`config.mk`:
```
export PLATFORM = sky130hd
export DESIGN_NAME = wpcache
export DESIGN_NICKNAME = d
export VERILOG_FILES = /design/src/rtl/wpcache.sv
export SDC_FILE = /design/constraint.sdc
export NUM_CORES = 1
export LEC_CHECK = 0
export ABC_CLOCK_PERIOD_IN_PS = 3510
export CAP_MARGIN = 0
export CORE_UTILIZATION = 46
export CTS_CLUSTER_DIAMETER = 40
export CTS_CLUSTER_SIZE = 8
export DETAILED_ROUTE_END_ITERATION = 8
export PLACE_DENSITY = 0.66
export RECOVER_POWER = 100
export REMOVE_ABC_BUFFERS = 1
export SYNTH_ARGS = -nofsm -noshare
export SYNTH_HDL_FRONTEND = slang
export SYNTH_SLANG_ARGS = --single-unit
```
`constraint.sdc`:
```
create_clock -name clk -period 3.51 [get_ports clk]
set_input_delay 0.8775 -clock clk [delete_from_list [all_inputs] [get_ports clk]]
set_output_delay 0.8775 -clock clk [all_outputs]
set_load 0.1 [all_outputs]
```
`src/rtl/wpcache.sv`:
```
module wpcache #(
  parameter int ADDR_W      = 12,
  parameter int DATA_W      = 32,
  parameter int LINE_WORDS  = 2,
  parameter int SETS        = 4,
  parameter int WAYS        = 2,
  parameter bit WRITE_BACK  = 1'b1,
  parameter bit WRITE_ALLOC = 1'b1
) (
  input  logic              clk,
  input  logic              rst_n,
  input  logic              cpu_req,
  input  logic              cpu_we,
  input  logic [ADDR_W-1:0] cpu_addr,
  input  logic [DATA_W-1:0] cpu_wdata,
  output logic [DATA_W-1:0] cpu_rdata,
  output logic              cpu_ack,
  output logic              cpu_stall,
  output logic              mem_req,
  output logic              mem_we,
  output logic [ADDR_W-1:0] mem_addr,
  output logic [DATA_W-1:0] mem_wdata,
  input  logic [DATA_W-1:0] mem_rdata,
  input  logic              mem_ack
);
  localparam int BYTE_B = $clog2(DATA_W / 8);
  localparam int WRD_B  = $clog2(LINE_WORDS);
  localparam int SET_B  = $clog2(SETS);
  localparam int BLK_SH = BYTE_B + WRD_B;
  localparam int TAG_W  = ADDR_W - BLK_SH - SET_B;
  localparam int SI_W   = (SET_B > 0) ? SET_B : 1;
  localparam int WI_W   = (WRD_B > 0) ? WRD_B : 1;
  localparam int WY_W   = ($clog2(WAYS) > 0) ? $clog2(WAYS) : 1;
  localparam int AGE_W  = $clog2(WAYS) + 1;
  localparam logic [WI_W-1:0]  LASTW  = WI_W'(LINE_WORDS - 1);
  localparam logic [AGE_W-1:0] OLDEST = AGE_W'(WAYS - 1);

  typedef enum logic [1:0] {S_IDLE, S_EVICT, S_FILL, S_WRITE} st_t;

  function automatic logic [SI_W-1:0] set_of(input logic [ADDR_W-1:0] a);
    logic [ADDR_W-1:0] s;
    s = a >> BLK_SH;
    return (SETS > 1) ? s[SI_W-1:0] : '0;
  endfunction

  function automatic logic [WI_W-1:0] word_of(input logic [ADDR_W-1:0] a);
    logic [ADDR_W-1:0] s;
    s = a >> BYTE_B;
    return (LINE_WORDS > 1) ? s[WI_W-1:0] : '0;
  endfunction

  function automatic logic [TAG_W-1:0] tag_of(input logic [ADDR_W-1:0] a);
    logic [ADDR_W-1:0] s;
    s = a >> (BLK_SH + SET_B);
    return s[TAG_W-1:0];
  endfunction

  logic              vld   [SETS][WAYS];
  logic              drt   [SETS][WAYS];
  logic [TAG_W-1:0]  tag_a [SETS][WAYS];
  logic [AGE_W-1:0]  age   [SETS][WAYS];
  logic [DATA_W-1:0] dat   [SETS][WAYS][LINE_WORDS];

  st_t               st;
  logic              r_we, ack_q;
  logic [ADDR_W-1:0] r_addr;
  logic [DATA_W-1:0] r_wdata, rdata_q;
  logic [WY_W-1:0]   r_way;
  logic [WI_W-1:0]   w_cnt;

  logic [SI_W-1:0]   c_set, r_set;
  logic [WI_W-1:0]   c_word, r_word;
  logic [TAG_W-1:0]  c_tag, r_tag;
  logic              hit;
  logic [WY_W-1:0]   hway, vic;

  assign c_set  = set_of(cpu_addr);
  assign c_word = word_of(cpu_addr);
  assign c_tag  = tag_of(cpu_addr);
  assign r_set  = set_of(r_addr);
  assign r_word = word_of(r_addr);
  assign r_tag  = tag_of(r_addr);

  always_comb begin
    hit  = 1'b0;
    hway = '0;
    for (int w = 0; w < WAYS; w++)
      if (vld[c_set][w] && tag_a[c_set][w] == c_tag) begin
        hit  = 1'b1;
        hway = WY_W'(w);
      end
  end

  always_comb begin
    logic found;
    found = 1'b0;
    vic   = '0;
    for (int w = 0; w < WAYS; w++)
      if (!found && !vld[c_set][w]) begin
        vic   = WY_W'(w);
        found = 1'b1;
      end
    if (!found)
      for (int w = 0; w < WAYS; w++)
        if (age[c_set][w] == OLDEST) vic = WY_W'(w);
  end

  logic fill_last;
  assign fill_last = (st == S_FILL) && mem_ack && (w_cnt == LASTW);

  assign cpu_stall = (st != S_IDLE) ||
                     (cpu_req && !(hit && (!cpu_we || WRITE_BACK)));
  assign cpu_ack   = ack_q;
  assign cpu_rdata = rdata_q;

  always_ff @(posedge clk or negedge rst_n) begin
    if (!rst_n) begin
      st      <= S_IDLE;
      ack_q   <= 1'b0;
      rdata_q <= '0;
      r_we    <= 1'b0;
      r_addr  <= '0;
      r_wdata <= '0;
      r_way   <= '0;
      w_cnt   <= '0;
      for (int s = 0; s < SETS; s++)
        for (int w = 0; w < WAYS; w++) begin
          vld[s][w] <= 1'b0;
          drt[s][w] <= 1'b0;
        end
    end else begin
      ack_q <= 1'b0;
      case (st)
        S_IDLE: if (cpu_req) begin
          r_we    <= cpu_we;
          r_addr  <= cpu_addr;
          r_wdata <= cpu_wdata;
          w_cnt   <= '0;
          if (hit) begin
            r_way <= hway;
            if (!cpu_we) begin
              rdata_q <= dat[c_set][hway][c_word];
              ack_q   <= 1'b1;
            end else if (WRITE_BACK) begin
              drt[c_set][hway] <= 1'b1;
              ack_q            <= 1'b1;
            end else begin
              st <= S_WRITE;
            end
          end else if (!cpu_we || WRITE_ALLOC) begin
            r_way <= vic;
            st    <= (WRITE_BACK && vld[c_set][vic] && drt[c_set][vic]) ? S_EVICT : S_FILL;
          end else begin
            st <= S_WRITE;
          end
        end
        S_EVICT: if (mem_ack) begin
          if (w_cnt == LASTW) begin
            w_cnt             <= '0;
            drt[r_set][r_way] <= 1'b0;
            st                <= S_FILL;
          end else begin
            w_cnt <= w_cnt + 1'b1;
          end
        end
        S_FILL: if (mem_ack) begin
          if (!r_we && w_cnt == r_word) rdata_q <= mem_rdata;
          if (w_cnt == LASTW) begin
            vld[r_set][r_way] <= 1'b1;
            drt[r_set][r_way] <= r_we && WRITE_BACK;
            if (r_we && !WRITE_BACK) st <= S_WRITE;
            else begin
              st    <= S_IDLE;
              ack_q <= 1'b1;
            end
          end else begin
            w_cnt <= w_cnt + 1'b1;
          end
        end
        S_WRITE: if (mem_ack) begin
          st    <= S_IDLE;
          ack_q <= 1'b1;
        end
        default: st <= S_IDLE;
      endcase
    end
  end

  always_ff @(posedge clk) begin
    if (st == S_IDLE && cpu_req && hit && cpu_we)
      dat[c_set][hway][c_word] <= cpu_wdata;
    if (st == S_FILL && mem_ack) begin
      dat[r_set][r_way][w_cnt] <= (r_we && w_cnt == r_word) ? r_wdata : mem_rdata;
      if (w_cnt == LASTW) tag_a[r_set][r_way] <= r_tag;
    end
  end

  logic            t_en;
  logic [SI_W-1:0] t_set;
  logic [WY_W-1:0] t_way;
  assign t_en  = (st == S_IDLE && cpu_req && hit) || fill_last;
  assign t_set = (st == S_IDLE) ? c_set : r_set;
  assign t_way = (st == S_IDLE) ? hway : r_way;

  always_ff @(posedge clk or negedge rst_n) begin
    if (!rst_n) begin
      for (int s = 0; s < SETS; s++)
        for (int w = 0; w < WAYS; w++)
          age[s][w] <= AGE_W'(w);
    end else if (t_en) begin
      for (int w = 0; w < WAYS; w++)
        if (age[t_set][w] < age[t_set][t_way])
          age[t_set][w] <= age[t_set][w] + 1'b1;
      age[t_set][t_way] <= '0;
    end
  end

  logic [ADDR_W-1:0] v_blk, r_blk, w_off;
  assign v_blk = (ADDR_W'(tag_a[r_set][r_way]) << SET_B) | ADDR_W'(r_set);
  assign r_blk = r_addr >> BLK_SH;
  assign w_off = ADDR_W'(w_cnt) << BYTE_B;

  assign mem_req = (st != S_IDLE);
  assign mem_we  = (st == S_EVICT) || (st == S_WRITE);

  always_comb begin
    case (st)
      S_EVICT: mem_addr = (v_blk << BLK_SH) | w_off;
      S_FILL:  mem_addr = (r_blk << BLK_SH) | w_off;
      S_WRITE: mem_addr = (r_addr >> BYTE_B) << BYTE_B;
      default: mem_addr = '0;
    endcase
    case (st)
      S_EVICT: mem_wdata = dat[r_set][r_way][w_cnt];
      S_WRITE: mem_wdata = r_wdata;
      default: mem_wdata = '0;
    endcase
  end

  AST_HIT_NEXT_CYCLE: assert property (@(posedge clk) disable iff (!rst_n)
    cpu_req && !cpu_stall |=> cpu_ack && !mem_req);
  AST_MEM_STALLS: assert property (@(posedge clk) disable iff (!rst_n)
    mem_req |-> cpu_stall);
  AST_ACK_QUIET_MEM: assert property (@(posedge clk) disable iff (!rst_n)
    cpu_ack |-> !mem_req);
  AST_REQ_HOLD: assert property (@(posedge clk) disable iff (!rst_n)
    mem_req && !mem_ack |=> mem_req && $stable(mem_addr) && $stable(mem_we) && $stable(mem_wdata));
  AST_EVICT_BEFORE_FILL: assert property (@(posedge clk) disable iff (!rst_n)
    st == S_FILL |=> st != S_EVICT);
  AST_WT_NO_EVICT: assert property (@(posedge clk) disable iff (!rst_n)
    !WRITE_BACK |-> st != S_EVICT);
  AST_NOALLOC_NO_STORE_FILL: assert property (@(posedge clk) disable iff (!rst_n)
    !WRITE_ALLOC && st == S_FILL |-> !r_we);
endmodule

```
==> impl_metrics.tcl <==
set metrics [dict create \
    wl_um 92310 \
    slew_viol_final 0 \
    synth_top_cell_area_share 0.5250 \
    timing.final.hold_violations 0 \
    io_pins 161 \
    layout-drive-gt1-share 0.3888 \
    grt_pass1_wl_um 136600 \
    violations "setup timing" \
    p_total_mw 34.54 \
    drt_iter0_drc 2275 \
    maxCapViolCount 0 \
    core_sq_um 69910 \
    diodes 0 \
    ys_seq_area_frac 0.6114 \
    p_comb_frac 0.373 \
    die_x_um 267.8 \
    cts_tree "yes" \
    hpwl_um 54460 \
    path_clk_slew_ns 0.05 \
    root_buffer "clkbuf_16" \
    rsz0062_at_grt "yes" \
    period_share 1.112 \
    netlist_area_sq_um 32490 \
    outcome "complete, but fails checks" \
    firstDrtPassIters 7 \
    row_count 97 \
    drc_errors 0 \
    fillerInstances 5186 \
    regArea_sq_um 19880 \
    cts_buffers 113 \
    crit_path_start_kind "flop" \
    p_sw_mw 12.02 \
    utilization 0.5902 \
    numPortBuffers 156 \
    leakage_nw 14.26 \
    synthFlopType "edfxtp_1" \
    synth_top_area_cell "edfxtp_1" \
    dpl_cell_area_sq_um 37260 \
    clk_latency_ns 0.66 \
    stdcell_area_sq_um 41260 \
    start_util 0.4648 \
    grt_max_degree 94 \
    h-tree-depth 3 \
    synthTopCellsByArea "edfxtp_1 52%, mux4_2 24%, dfrtp_1 8.3%, mux2_2 1.7%, mux2i_1 1.6%" \
    yosys_warnings 0 \
    ir_drop_mv 0.5132 \
    grt_pass1_vias 21140 \
    worstPathRequired_ns 2.63 \
    overflow 0 \
    cts.sink_count 680 \
    clk_path_buf_depth 3 \
    dpl.cell_count 2963 \
    multi_input_comb_area_sq_um 12120 \
    worst_pin_slew_ns 1.352 \
    fin_skew_ns 0.03991 \
    fin_crit_ns 3.903 \
    dieHeight_um 267.8 \
    wire_per_inst_um 28.86 \
    vias 19980 \
    antenna_found_initial 3 \
    track_usage 0.2632 \
    clkPwrFrac 0.303 \
    setup_violations 73 \
    final_common_cell "edfxtp_1" \
    synth-edff-count 568 \
    dieArea_sq_um 71700 \
    nNetsFinal 2247 \
    avgSynthCellArea_sq_um 17.93 \
    switching_share 0.3481 \
    synthCells 1812 \
    setup_tns_ns -18.05 \
    p_per_area_nw_per_um2 837.2 \
    vias_per_cell 6.249 \
    critPathKind "reg2out" \
    setup_slack_ns -0.3928 \
    crit_fanout 18 \
    max_freq_mhz 256.2 \
    hold_path.class "in2async" \
    cellInternalPower_mw 22.52 \
    relSlewSlack 0.09842 \
    end_kind "output pin" \
    detail-route-antenna-nets 0 \
    yosys_register_bits 680 \
    stdcell_count 3198 \
    p_seq_frac 0.324 \
    gp_congestion 0.8881 \
    ys_types 56 \
    async_reset_ff_frac 0.1647 \
    arrival_ns 3.03 \
    synthToLayoutAreaGrowth_pct 26.99 \
    mostFrequentLayoutCells "568 x edfxtp_1, 349 x mux4_2, 132 x buf_4" \
]
## final timing paths
kind                                       startpoint                       end  slack (ns)  cells after the start
worst max-delay path            r_addr[3]$_DFFE_PN0P_              mem_wdata[6]       -0.39                      6
worst min-delay path                            rst_n        age[6]$_DFFE_PN0P_        0.40                      1
worst max register to register      st[1]$_DFFE_PN0P_  cpu_rdata[6]$_DFFE_PN0P_       -0.28                     10
worst min register to register     vld[1]$_DFFE_PN0P_        vld[1]$_DFFE_PN0P_        0.46                      1
max in group asynchronous                       rst_n     r_addr[4]$_DFFE_PN0P_        1.05                      2
min in group clk                   vld[1]$_DFFE_PN0P_        vld[1]$_DFFE_PN0P_        0.46                      1
## cells in the mapped netlist, types with 17 or more instances
library cell,instances
a211oi_1,48
a21oi_1,17
a22o_1,32
buf_1,33
clkbuf_1,87
dfrtp_1,108
edfxtp_1,568
inv_1,52
mux2_2,48
mux2i_1,51
mux4_2,349
nand2_1,77
nor2_1,82
nor3_1,37
o21ai_0,42
## flip-flops by register name, indices dropped and copies added, names as in the netlist
signal     flops
age           16
cpu_ack        1
cpu_rdata     32
dat          512
drt            8
r_addr        10
r_way          1
r_wdata       32
r_we           1
st             2
tag_a         56
vld            8
w_cnt          1
## worst max-delay path: stages (launching register included)
cell	delay (ns)
dfrtp_4	0.45
buf_12	0.16
buf_16	0.20
mux4_2	0.55
mux4_2	0.57
a22o_1	0.25
buf_12	0.17
## routing by layer
layer / global-route usage / vias up / wire [um] / part of all wire
li1: - / 8280 / - / -
met1: 0.3531 / 10530 / 36010 / 0.39
met2: 0.4283 / 1007 / 46010 / 0.50
met3: 0.05874 / 163 / 7977 / 0.086
met4: 0.08757 / 4 / 2284 / 0.025
met5: 0 / - / 26 / 0.00028
## cell type report
type | count | area share
clock buffers | 178 | 0.07769
flip-flops and latches | 680 | 0.4817
multi-input cells | 939 | 0.2938
well taps | 940 | 0.02851
clock inverters | 35 | 0.009825
inverters | 52 | 0.004731
repair buffers | 374 | 0.1037
## per-stage QoR
step | setup slack [ns] | hold WS [ns]
after floorplan | -5.567 | 0.4337
after global placement | -0.4674 | 0.4489
final | -0.3928 | 0.3968
after global routing | -0.4542 | 0.4673
after CTS | -0.4296 | 0.08174
after detailed placement | -0.4683 | 0.4509
## power groups by stage
stage | Clock, mW | Sequential (mW) | Combinational (mW)
global placement | 0 | 11.2 | 12.1
detailed placement | 0 | 11.3 | 12.3
floorplan | 0 | 13.0 | 6.15
finish | 10.5 | 11.2 | 12.9
CTS | 10.6 | 11.2 | 13.0
global route | 10.9 | 11.3 | 13.5
## kinds of logic after synthesis
group                      count (synthesis)  synth area share
buffers and inverters                    194           0.02445
muxes                                    449            0.2747
other                                      1         0.0001154
xor gates and xnor gates                  15          0.004044
and+or+nand+nor                          254           0.03585
DFF                                      680            0.6114
adders and majority gates                  6          0.002311
AOI/OAI and AO/OA                        213           0.04714
## what timing repair did
action                     4_1_cts  5_1_grt
setup endpoints to repair       43       42
gates cloned                     8        3
resized for setup               41       14
hold buffers                     0        0
pin swaps                        4        5
buffers inserted                10        5
No activity file was read; power rests on OpenSTA's default activity.
